===== src/rtl/dacw_pkg.sv =====
package dacw_pkg;
   // Offset of a channel's low-byte location; the high byte follows at +1.
   function automatic int unsigned lo_offset(input int unsigned base, input int unsigned ch);
      return base + 2 * ch;
   endfunction
endpackage


===== src/rtl/dacw_decode.sv =====
module dacw_decode #(
   parameter int unsigned ADDR_W   = 4,
   parameter int unsigned BASE_OFS = 4,
   parameter int unsigned NUM_CH   = 2
) (
   input  logic              clk,
   input  logic              rst_n,
   input  logic [ADDR_W-1:0] bus_addr,
   input  logic              bus_wr,
   output logic [NUM_CH-1:0] lo_we,
   output logic [NUM_CH-1:0] hi_we
);
   localparam int unsigned SPAN = 2 * NUM_CH;

   initial begin
      if (BASE_OFS % 2 != 0) $error("BASE_OFS must be even");
      if (BASE_OFS + SPAN > (1 << ADDR_W)) $error("window does not fit in address space");
   end

   for (genvar i = 0; i < NUM_CH; i++) begin : g_ch
      localparam int unsigned LO = dacw_pkg::lo_offset(BASE_OFS, i);
      assign lo_we[i] = bus_wr && (bus_addr == ADDR_W'(LO));
      assign hi_we[i] = bus_wr && (bus_addr == ADDR_W'(LO + 1));
   end

   // with no write strobe, nothing is selected
   assert_read_selects_nothing_R5: assert property (@(posedge clk) disable iff (!rst_n)
      !bus_wr |-> (lo_we == '0 && hi_we == '0));
   // at most one location is selected per bus cycle
   assert_single_select_R1: assert property (@(posedge clk) disable iff (!rst_n)
      $onehot0({lo_we, hi_we}));
endmodule


===== src/rtl/dacw_channel.sv =====
module dacw_channel #(
   parameter int unsigned CODE_W = 12,
   parameter int unsigned BYTE_W = 8
) (
   input  logic              clk,
   input  logic              rst_n,
   input  logic              lo_we,
   input  logic              hi_we,
   input  logic [BYTE_W-1:0] wdata,
   output logic [CODE_W-1:0] code,
   output logic              upd
);
   localparam int unsigned HI_W = CODE_W - BYTE_W;

   initial begin
      if (CODE_W <= BYTE_W) $error("CODE_W must exceed BYTE_W");
      if (HI_W > BYTE_W) $error("high part must fit in one byte");
   end

   logic [BYTE_W-1:0] stage;

   always_ff @(posedge clk or negedge rst_n) begin
      if (!rst_n) begin
         stage <= '0;
         code  <= '0;
         upd   <= 1'b0;
      end else begin
         if (lo_we) stage <= wdata;
         if (hi_we) code <= {wdata[HI_W-1:0], stage};
         upd <= hi_we;
      end
   end

   // low-byte write leaves the code alone
   assert_lo_holds_code_R3: assert property (@(posedge clk) disable iff (!rst_n)
      (lo_we && !hi_we) |=> $stable(code));
   // high-byte write commits staged byte plus new high bits together
   assert_hi_commit_R4: assert property (@(posedge clk) disable iff (!rst_n)
      hi_we |=> (code == {$past(wdata[HI_W-1:0]), $past(stage)}));
   // the code moves only together with an update pulse
   assert_code_moves_with_pulse_R6: assert property (@(posedge clk) disable iff (!rst_n)
      !upd |-> $stable(code));
   // a pulse always follows a high-byte write
   assert_pulse_has_cause_R6: assert property (@(posedge clk) disable iff (!rst_n)
      upd |-> $past(hi_we));
endmodule


===== src/rtl/dac_pair_wport.sv =====
module dac_pair_wport #(
   parameter int unsigned ADDR_W   = 4,
   parameter int unsigned BASE_OFS = 4,
   parameter int unsigned NUM_CH   = 2,
   parameter int unsigned CODE_W   = 12,
   parameter int unsigned BYTE_W   = 8
) (
   input  logic                     clk,
   input  logic                     rst_n,
   input  logic [ADDR_W-1:0]        bus_addr,
   input  logic [BYTE_W-1:0]        bus_wdata,
   input  logic                     bus_wr,
   output logic [NUM_CH*CODE_W-1:0] dac_code,
   output logic [NUM_CH-1:0]        dac_upd
);
   initial begin
      if (NUM_CH < 1) $error("NUM_CH must be at least 1");
   end

   logic [NUM_CH-1:0] lo_we, hi_we;

   dacw_decode #(.ADDR_W(ADDR_W), .BASE_OFS(BASE_OFS), .NUM_CH(NUM_CH)) u_decode (
      .clk(clk), .rst_n(rst_n), .bus_addr(bus_addr), .bus_wr(bus_wr),
      .lo_we(lo_we), .hi_we(hi_we));

   for (genvar i = 0; i < NUM_CH; i++) begin : g_ch
      dacw_channel #(.CODE_W(CODE_W), .BYTE_W(BYTE_W)) u_chan (
         .clk(clk), .rst_n(rst_n), .lo_we(lo_we[i]), .hi_we(hi_we[i]),
         .wdata(bus_wdata), .code(dac_code[i*CODE_W +: CODE_W]), .upd(dac_upd[i]));
   end

   // pulses never overlap across channels
   assert_one_pulse_R6: assert property (@(posedge clk) disable iff (!rst_n)
      $onehot0(dac_upd));
   // a cycle without a write strobe changes no code
   assert_read_no_effect_R5: assert property (@(posedge clk) disable iff (!rst_n)
      !bus_wr |=> ($stable(dac_code) && dac_upd == '0));
endmodule


===== config.mk =====
export PLATFORM = sky130hd
export DESIGN_NAME = dac_pair_wport
export DESIGN_NICKNAME = d
export VERILOG_FILES = /design/src/rtl/dacw_pkg.sv /design/src/rtl/dacw_decode.sv /design/src/rtl/dacw_channel.sv /design/src/rtl/dac_pair_wport.sv
export SDC_FILE = /design/constraint.sdc
export NUM_CORES = 1
export LEC_CHECK = 0
export BUFFER_PORTS_ARGS = -buffer_cell sky130_fd_sc_hd__clkbuf_2
export CORE_ASPECT_RATIO = 2
export CORE_UTILIZATION = 45
export CTS_BUF_LIST = sky130_fd_sc_hd__clkbuf_4 sky130_fd_sc_hd__clkbuf_8
export DETAILED_ROUTE_END_ITERATION = 10
export PLACE_DENSITY = 0.69
export SKIP_CTS_REPAIR_TIMING = 1
export SLEW_MARGIN = 20
export SYNTH_ARGS = -nofsm -noshare
export SYNTH_HDL_FRONTEND = slang
export SYNTH_SLANG_ARGS = --single-unit

===== constraint.sdc =====
create_clock -name clk -period 1.7 [get_ports clk]
set_input_delay 0.255 -clock clk [delete_from_list [all_inputs] [get_ports clk]]
set_output_delay 0.255 -clock clk [all_outputs]
set_load 0.05 [all_outputs]

# Yosys cells after proc, flatten, opt, wreduce, memory -nomap -nowiden
# Cells that the tools add are included.
[classes]
n_eq_ne = 4
reduce_logical = 4
[ops]
columns = ["cell", "count"]
rows = [
  ["4-bit by 3-bit == test with 1-bit output (second input constant)", 4],
  ["1-bit logical AND", 4],
]
[totals]
register_bits = 42
word_cells = 14

# Longest topological paths before layout
# Gate-level depths: netlist of the first run.
[depth]
ltp_word = 2
depth_mapped = 4
depth_no_buf = 3

# Hierarchy
# Synthesis of the first run repeated with hierarchy kept, for this count alone.
[unflattened]
cells_unflattened = 93
area_unflattened_um2 = 1669.1
[modules_own_cells]
columns = ["mod", "n_inst", "cells_each", "area_per_inst_um2"]
rows = [
  ["dacw_channel", 2, 43, 810.8],
  ["dacw_decode", 1, 7, 47.5],
]

# Worst setup path after synthesis of the first run
# No wires, ideal clock.
[synth_path]
path_type = "in2reg"
from = "in bus_addr[3]"
to = "reg g_ch[0].u_chan.stage[0]"
setup_ns = 0.127
t_arrival_ns = 1.129
t_required_ns = 1.573
path_slack_ns = 0.443
path_stages = 4
cell_sequence = "and4bb_1 nor2b_1 buf_6 mux2_1"
[synth_between]
elab_chain_cells = 2
[synth_rtl]
columns = ["item", "line_no", "rtl"]
rows = [
  ["start: declaration", "dac_pair_wport.sv:10", "input logic [ADDR_W-1:0] bus_addr,"],
  ["4-bit by 3-bit == test with 1-bit output", "dacw_decode.sv:22", "assign lo_we[i] = bus_wr && (bus_addr == ADDR_W'(LO));"],
  ["1-bit logical AND", "dacw_decode.sv:22", ""],
  ["end signal: assignment", "dacw_channel.sv:28", "if (lo_we) stage <= wdata;"],
  ["end: declaration", "dacw_channel.sv:20", "logic [BYTE_W-1:0] stage;"],
]
# No other way between the ends.
# A chain may end at the register's enable or synchronous reset.

# Worst setup path after layout of the first run
[layout_path]
from = "reg g_ch[0].u_chan.code[7]"
to = "out dac_code[7]"
[layout_rtl]
columns = ["item", "line_no", "rtl"]
rows = [
  ["start: declaration", "dacw_channel.sv:10", "output logic [CODE_W-1:0] code,"],
  ["start signal: assignment", "dacw_channel.sv:29", "if (hi_we) code <= {wdata[HI_W-1:0], stage};"],
  ["end: declaration", "dac_pair_wport.sv:13", "output logic [NUM_CH*CODE_W-1:0] dac_code,"],
]
# No word-level cell between the ends.

==> impl_metrics.csv, run 1 <==
group,metric,value,unit
worst_setup_path,cp_max_fo,2,
detailed_routing,routedWlPerCell,15.1,um
die,dieArea,4010,sq um
logic_synthesis,syn_inst,96,
die,fp-row-count,31,
logic_synthesis,yosysTopAreaCell,"dfrtp_1",
global_routing,first_global_vias,957,
worst_setup_path,r2r_cells,1,
logic_synthesis,synth_area,1680,sq um
die,start_util,46.7,%
cells_and_area,antennaDiodeCount,0,
cells_and_area,mostFrequentLayoutCells,"dfrtp_1, clkbuf_2, mux2_4",
job,max_cap_violations,0,
cells_and_area,design_area,2040,sq um
global_routing,antenna_found_initial,0,
clock_network,cts_max_level,2,
clock_network,cts_tree,"done",
detailed_routing,num_vias,918,
placed_design,port_buffers,40,
timing,max_freq,825,MHz
worst_setup_path,r2r_end,"g_ch[0].u_chan.stage[4]",
timing,fin_skew,7.44,ps
die,coreArea,3610,sq um
worst_setup_path,critPathBufInv,1,
global_routing,grt_pass1_wl,4800,um
timing,fin_crit_sh,71.3,%
logic_synthesis,synth_area_leaders,"dfrtp_1, mux2_4, mux2_1, mux2_2, buf_6",
status,status,"finished, final reports clean",
global_routing,grt_start_max_net_pins,43,
timing,worst_slew_pin_slew,515,ps
worst_setup_path,start_kind,"flop",
clock_network,cts_sinks,42,
logic_synthesis,synth_seq_cells,42,
worst_hold_path,hold_path_class,"in2async",
cells_and_area,syn_to_final_growth,20.9,%
worst_setup_path,required,1440,ps
placed_design,hpwl,2050,um
cells_and_area,final_common_cell,"dfrtp_1",
worst_setup_path,worst_path_max_delay_cell,"dfrtp_1",
worst_setup_path,ff2ff_setup_slack,900,ps
placed_design,place_area,1920,sq um
logic_synthesis,seq_area_frac_synth,62.4,%
cells_and_area,nets,156,
pwr,power_density,1570,nW/um^2
timing,finalMaxSlewViolations,0,
pwr,power,0.00319,W
pwr,peakVddDrop,0.000945,V
cells_and_area,drive_above_1_share,54.9,%
worst_setup_path,path_cells,"clkbuf_2",
timing,setup_viol,0,
worst_setup_path,endpoint_kind,"primary output",
timing,min_period,1210,ps
die,die_h,88.5,um
timing,rsz0062_at_grt,"false",
detailed_routing,drt_iter0_drc,10,
global_routing,overflow,0,
worst_setup_path,path_delay_family,"flip-flops",
logic_synthesis,ys_types,13,
clock_network,clk_latency,290,ps
logic_synthesis,synth_nets,111,
clock_network,path_clk_slew,80,ps
clock_network,clk_path_buf_depth,2,
timing,finalWorstSetupSlack,489,ps
clock_network,cts-root-buf,"clkbuf_8",
detailed_routing,drc,0,
die,die_w,45.3,um
global_routing,grt_use_total,17.1,%
worst_setup_path,cp.arrival,960,ps
detailed_routing,viasPerCell,4.81,
pwr,power.leakage,1.10,nW
timing,max-slew-margin-rel,65.7,%
die,io_pins,41,
placed_design,gp_congestion,0.631,
logic_synthesis,ys_warn_count,0,
placed_design,pre_cts_slack,243,ps
timing,final.setup.tns,0,ps
worst_setup_path,cpPeakStageDelay,380,ps
worst_setup_path,rr_startpoint,"g_ch[0].u_chan.stage[4]",
timing,whs,12.7,ps
detailed_routing,ant_nets,0,
timing,hold_viol_final,0,
clock_network,numCtsBuffers,5,
logic_synthesis,synth_top_area_share,62.4,%
detailed_routing,drt_first_pass_iters,2,
detailed_routing,totalWireLength,2890,um
worst_setup_path,critical_path_class,"reg2out",
logic_synthesis,syn_area_per_cell,17.5,sq um
## cell families after synthesis
| kind of cell | count (synthesis) | synth area share, % |
|---|---|---|
| flops | 42 | 62.4 |
| mux | 40 | 30.8 |
| simple gates | 6 | 3.19 |
| buf+inv | 8 | 3.64 |
## Yosys cell counts
library cell  count
buf_2             1
buf_4             2
nand4_2           1
inv_1             2
nor2b_1           2
buf_6             3
and4b_1           1
and4bb_1          1
mux2_4           18
nand2_2           1
mux2_2            6
mux2_1           16
dfrtp_1          42
## sequential cells by signal, summed over array words and instances (netlist names)
name,count
g_ch.u_chan.code,24
g_ch.u_chan.stage,16
g_ch.u_chan.upd,2
## stage by stage
step | cells | util [%]
after global placement | 183 | 53.3
after global routing | 191 | 56.4
after floorplan | 96 | -
final | 191 | 56.4
after detailed placement | 183 | 53.3
after CTS | 191 | 56.4
## final cells by class
cell class	count	area, sq um
fill	302	1570
sequential	42	1050
multi-input combinational	46	572
timing repair buffer	44	230
clock buffer	7	83.8
tap	49	61.3
clock inverter	1	30.0
inverter	2	7.51
## worst max-delay path by stage
stage                     slack (ps)                      end                    from  cells after the start
after floorplan                  440  g_ch[0].u_chan.stage[0]             bus_addr[3]                      4
after global placement           300  g_ch[0].u_chan.stage[6]             bus_addr[1]                      5
after detailed placement         240  g_ch[0].u_chan.stage[4]             bus_addr[1]                      5
after CTS                        480              dac_code[3]  g_ch[0].u_chan.code[3]                      1
after global routing             450              dac_code[3]  g_ch[0].u_chan.code[3]                      1
final                            490              dac_code[7]  g_ch[0].u_chan.code[7]                      1
## power breakdown
group | switching, W | internal [W] | total, W
Combinational | 0.000701 | 0.000334 | 0.00103
Sequential | 0.000131 | 0.00124 | 0.00137
Clock | 0.000321 | 0.000471 | 0.000792
Total | 0.00115 | 0.00204 | 0.00319
## metal layers
| metal | vias up | global-route usage (%) | share of wire, % |
|---|---|---|---|
| met2 | 28 | 26.7 | 53 |
| met4 | 0 | 7.44 | 2.1 |
| li1 | 421 | - | - |
| met3 | 6 | 4.90 | 3.5 |
| met1 | 463 | 21.8 | 42 |
| met5 | - | 0 | 0 |
Power figures use the tool's default switching activity.
==> inputs of run 2 (changes only) <==
--- a/config.mk
+++ b/config.mk
@@ -10,7 +10,7 @@
 export CORE_UTILIZATION = 45
 export CTS_BUF_LIST = sky130_fd_sc_hd__clkbuf_4 sky130_fd_sc_hd__clkbuf_8
 export DETAILED_ROUTE_END_ITERATION = 10
-export PLACE_DENSITY = 0.69
+export PLACE_DENSITY = 0.72
 export SKIP_CTS_REPAIR_TIMING = 1
 export SLEW_MARGIN = 20
 export SYNTH_ARGS = -nofsm -noshare
==> constraint.sdc (replaced) <==
create_clock -name clk -period 1.1 [get_ports clk]
set_input_delay 0.165 -clock clk [delete_from_list [all_inputs] [get_ports clk]]
set_output_delay 0.165 -clock clk [all_outputs]
set_load 0.05 [all_outputs]
==> run 2 against run 1 <==
Compared with the run above:
- clock power grew 54%
- largest power group unchanged
- worst setup slack got worse by 460 ps
- total power is 58% higher
- largest cell class unchanged
- sequential power is 55% higher
- via count grew 2.6%
==> impl_metrics.csv, run 2 (synthesis results as in run 1) <==
group,metric,value,unit
timing,fin_skew,7.62,ps
detailed_routing,drt_first_pass_iters,2,
job,max_cap_violations,0,
worst_setup_path,ff2ff_setup_slack,310,ps
clock_network,path_clk_slew,70,ps
detailed_routing,drc,0,
die,start_util,46.7,%
worst_setup_path,endpoint_kind,"primary output",
die,io_pins,41,
die,dieArea,4010,sq um
detailed_routing,drt_iter0_drc,3,
cells_and_area,layout.cells.non_filler,196,
worst_setup_path,worst_path_max_delay_cell,"dfrtp_1",
detailed_routing,ant_nets,0,
clock_network,numCtsBuffers,5,
status,status,"finished, final reports clean",
timing,setup_viol,0,
timing,hold_viol_final,0,
worst_setup_path,critPathBufInv,1,
worst_setup_path,cpPeakStageDelay,350,ps
global_routing,antenna_found_initial,0,
worst_setup_path,critical_path_class,"reg2out",
placed_design,dp_cells,186,
worst_setup_path,cp.arrival,910,ps
placed_design,hpwl,2070,um
cells_and_area,syn_to_final_growth,30.2,%
pwr,power.leakage,1.16,nW
cells_and_area,largest-register,"g_ch.u_chan.code",
clock_network,cts-root-buf,"clkbuf_8",
timing,max_freq,933,MHz
global_routing,grt_start_max_net_pins,43,
clock_network,clk_path_buf_depth,2,
detailed_routing,viasPerCell,4.81,
timing,worst_slew_pin_slew,276,ps
worst_setup_path,path_delay_family,"flip-flops",
cells_and_area,nets,161,
die,die_w,45.3,um
worst_setup_path,cp_max_fo,2,
global_routing,first_global_vias,947,
worst_hold_path,hold_path_class,"in2reg",
cells_and_area,drive_above_1_share,57.1,%
global_routing,grt_pass1_wl,4570,um
timing,fin_crit_sh,97.5,%
cells_and_area,antennaDiodeCount,0,
timing,min_period,1070,ps
timing,final.setup.tns,0,ps
die,coreArea,3610,sq um
timing,rsz0062_at_grt,"false",
die,fp-row-count,31,
detailed_routing,num_vias,942,
global_routing,overflow,0,
die,die_h,88.5,um
pwr,peakVddDrop,0.00125,V
cells_and_area,reg.largest.list,"g_ch.u_chan.code: 24 flops, g_ch.u_chan.stage: 16 flops, g_ch.u_chan.upd: 2 flops",
clock_network,cts_max_level,2,
pwr,power_density,2300,nW/um^2
cells_and_area,final_common_cell,"dfrtp_1",
timing,max-slew-margin-rel,81.7,%
timing,finalMaxSlewViolations,0,
clock_network,clk_latency,290,ps
placed_design,port_buffers,40,
cells_and_area,largest_reg_flops,24,
placed_design,gp_congestion,0.707,
detailed_routing,routedWlPerCell,14.3,um
worst_setup_path,required,940,ps
clock_network,cts_sinks,42,
worst_setup_path,path_cells,"buf_2",
global_routing,grt_use_total,16.6,%
detailed_routing,totalWireLength,2810,um
pwr,power,0.00504,W
clock_network,cts_tree,"done",
cells_and_area,mostFrequentLayoutCells,"dfrtp_1, clkbuf_4, mux2_4",
worst_setup_path,start_kind,"flop",
run 2: changes by cell type in the layout (fill, tap and decap cells not counted):
cell / before / now
buf_12: 0 / 5
buf_2: 0 / 6
buf_4: 4 / 3
clkbuf_2: 40 / 16
clkbuf_4: 2 / 20
dlygate4sd3_1: 0 / 1
nor2b_1: 2 / 0
nor2b_2: 0 / 1
nor2b_4: 0 / 1
run 2: worst paths after layout:
check | startpoint | to | depth (start not counted)
max | g_ch[1].u_chan.code[0] | dac_code[12] | 1
min | bus_wdata[5] | g_ch[1].u_chan.stage[5] | 2
max reg2reg | g_ch[0].u_chan.stage[6] | g_ch[0].u_chan.stage[6] | 1
min reg2reg | g_ch[0].u_chan.stage[3] | g_ch[0].u_chan.stage[3] | 1
max in group asynchronous | rst_n | g_ch[1].u_chan.stage[5] | 3
min in group asynchronous | rst_n | g_ch[1].u_chan.code[6] | 3
run 2: final cells by class:
| class | instances | area, sq um |
|---|---|---|
| clock buffers | 7 | 83.8 |
| flip-flops and latches | 42 | 1050 |
| well taps | 49 | 61.3 |
| fillers | 287 | 1410 |
| multi-input cells | 46 | 582 |
| clock inverters | 1 | 30.0 |
| inverters | 2 | 7.51 |
| repair buffers | 49 | 378 |
run 2: per-layer routing:
layer	GRT usage (%)	up-vias	share of wire (%)
met5	0	-	0
met4	9.09	0	2.4
met3	4.49	6	3.7
met2	25.6	27	53
met1	20.7	474	41
li1	-	435	-
run 2: stage by stage:
step                      hold WS (ps)  util [%]  area (sq um)  worst slack (ps)
after detailed placement           158      55.9          2020              -266
after CTS                         -160      59.1          2130             -22.3
after global placement             151      55.9          2020              -212
after global routing               110      60.8          2190             0.166
final                              114      60.8          2190              27.6
after floorplan                   -131         -          1700             -41.7
run 2: power by group:
part	leakage [nW]	switching, W	internal, W
registers	0.530	0.000202	0.00191
clock network	0.0593	0.000492	0.000728
logic	0.571	0.00108	0.000628
==> inputs of run 3 (changes only) <==
--- a/config.mk
+++ b/config.mk
@@ -8,7 +8,7 @@
 export BUFFER_PORTS_ARGS = -buffer_cell sky130_fd_sc_hd__clkbuf_2
 export CORE_ASPECT_RATIO = 2
 export CORE_UTILIZATION = 45
-export CTS_BUF_LIST = sky130_fd_sc_hd__clkbuf_4 sky130_fd_sc_hd__clkbuf_8
+export CTS_BUF_LIST = sky130_fd_sc_hd__clkbuf_8
 export DETAILED_ROUTE_END_ITERATION = 10
 export PLACE_DENSITY = 0.72
 export SKIP_CTS_REPAIR_TIMING = 1
==> run 3 against run 2 <==
Compared with the run above:
- critical endpoint is now dac_code[1]
- first-iteration DRC count stayed put
- combinational power is essentially flat
- non-clock buffer count did not move
==> impl_metrics.csv, run 3 (synthesis results as in run 1) <==
group,metric,value,unit
timing,hold_viol_final,0,
detailed_routing,routedWlPerCell,14.3,um
clock_network,clk_path_buf_depth,2,
worst_hold_path,hold-path-cell-count,2,
timing,min_period,1070,ps
worst_setup_path,critical_path_class,"reg2out",
die,die_h,88.5,um
cells_and_area,largest_reg_flops,24,
global_routing,first_global_vias,937,
worst_setup_path,cp.arrival,900,ps
die,start_util,46.7,%
cells_and_area,layout.cells.non_filler,196,
global_routing,overflow,0,
worst_setup_path,endpoint_kind,"primary output",
die,fp-row-count,31,
global_routing,grt_pass1_wl,4560,um
die,die_w,45.3,um
worst_setup_path,path_cells,"clkbuf_4",
detailed_routing,viasPerCell,4.79,
worst_setup_path,path_delay_family,"flip-flops",
cells_and_area,syn_to_final_growth,29.9,%
job,max_cap_violations,0,
worst_setup_path,start_kind,"flop",
worst_setup_path,crit_cells,1,
timing,fin_crit_sh,96.9,%
global_routing,grt_start_max_net_pins,43,
clock_network,cts_tree,"done",
cells_and_area,final_common_cell,"dfrtp_1",
timing,max_freq,938,MHz
worst_hold_path,hold_path_class,"in2reg",
die,io_pins,41,
worst_setup_path,r2r_cells,1,
clock_network,cts_max_level,2,
detailed_routing,ant_nets,0,
cells_and_area,drive_above_1_share,55.8,%
placed_design,hpwl,2070,um
pwr,peakVddDrop,0.00130,V
clock_network,path_clk_slew,80,ps
placed_design,gp_congestion,0.707,
die,dieArea,4010,sq um
clock_network,clk_latency,290,ps
timing,whs,106,ps
global_routing,antenna_found_initial,0,
pwr,power_density,2270,nW/um^2
clock_network,cts_sinks,42,
cells_and_area,reg.largest.list,"g_ch.u_chan.code: 24 flops, g_ch.u_chan.stage: 16 flops, g_ch.u_chan.upd: 2 flops",
status,status,"finished, final reports clean",
timing,fin_skew,6.00,ps
placed_design,dp_cells,186,
clock_network,numCtsBuffers,5,
detailed_routing,drt_first_pass_iters,2,
timing,rsz0062_at_grt,"false",
worst_setup_path,worst_path_max_delay_cell,"dfrtp_1",
cells_and_area,post-route-util,60.7,%
timing,finalMaxSlewViolations,0,
detailed_routing,drt_iter0_drc,3,
timing,max-slew-margin-rel,81.7,%
pwr,power.leakage,1.16,nW
timing,worst_slew_pin_slew,276,ps
cells_and_area,nets,161,
worst_setup_path,cp_max_fo,2,
cells_and_area,mostFrequentLayoutCells,"dfrtp_1, mux2_4, clkbuf_4",
cells_and_area,antennaDiodeCount,0,
cells_and_area,largest-register,"g_ch.u_chan.code",
detailed_routing,drc,0,
worst_setup_path,critPathBufInv,1,
pwr,power,0.00497,W
die,coreArea,3610,sq um
timing,final.setup.tns,0,ps
global_routing,grt_use_total,16.6,%
detailed_routing,num_vias,939,
worst_setup_path,cpPeakStageDelay,390,ps
placed_design,port_buffers,40,
detailed_routing,totalWireLength,2800,um
clock_network,cts-root-buf,"clkbuf_8",
worst_setup_path,required,940,ps
timing,setup_viol,0,
[run 3: routing by layer]
| metal | global-route usage (%) | part of all wire [%] | wire [um] |
|---|---|---|---|
| met5 | 0 | 0 | 0 |
| met4 | 9.09 | 2.4 | 68 |
| met3 | 4.49 | 3.7 | 104 |
| met2 | 25.0 | 53 | 1500 |
| met1 | 21.1 | 40 | 1130 |
[run 3: stage by stage]
stage | setup slack [ps] | cell area (sq um)
3_3_place_gp | -212 | 2020
3_5_place_dp | -266 | 2020
6_report | 33.8 | 2190
5_1_grt | 1.63 | 2190
2_1_floorplan | -41.7 | 1700
4_1_cts | -20.9 | 2120
[run 3: path summary, 6_finish.rpt]
path                                           end  slack [ps]               startpoint
max                                    dac_code[1]          30   g_ch[0].u_chan.code[1]
min                        g_ch[0].u_chan.stage[6]         110             bus_wdata[6]
max reg2reg                g_ch[1].u_chan.stage[6]         310  g_ch[1].u_chan.stage[6]
min reg2reg                g_ch[0].u_chan.stage[3]         490  g_ch[0].u_chan.stage[3]
max in group asynchronous  g_ch[1].u_chan.stage[5]         520                    rst_n
min in group asynchronous   g_ch[0].u_chan.code[6]         380                    rst_n
[run 3: power by group]
part / total, W / switching (W) / internal, W
registers: 0.00211 / 0.000201 / 0.00191
clock network: 0.00115 / 0.000486 / 0.000660
logic: 0.00171 / 0.00108 / 0.000633
[run 3: cell type report]
cell class                 instances  area [sq um]
timing repair buffer              49           380
inverter                           2          7.51
sequential                        42          1050
fill                             287          1420
tap                               49          61.3
clock buffer                       5          68.8
clock inverter                     3          37.5
multi-input combinational         46           582
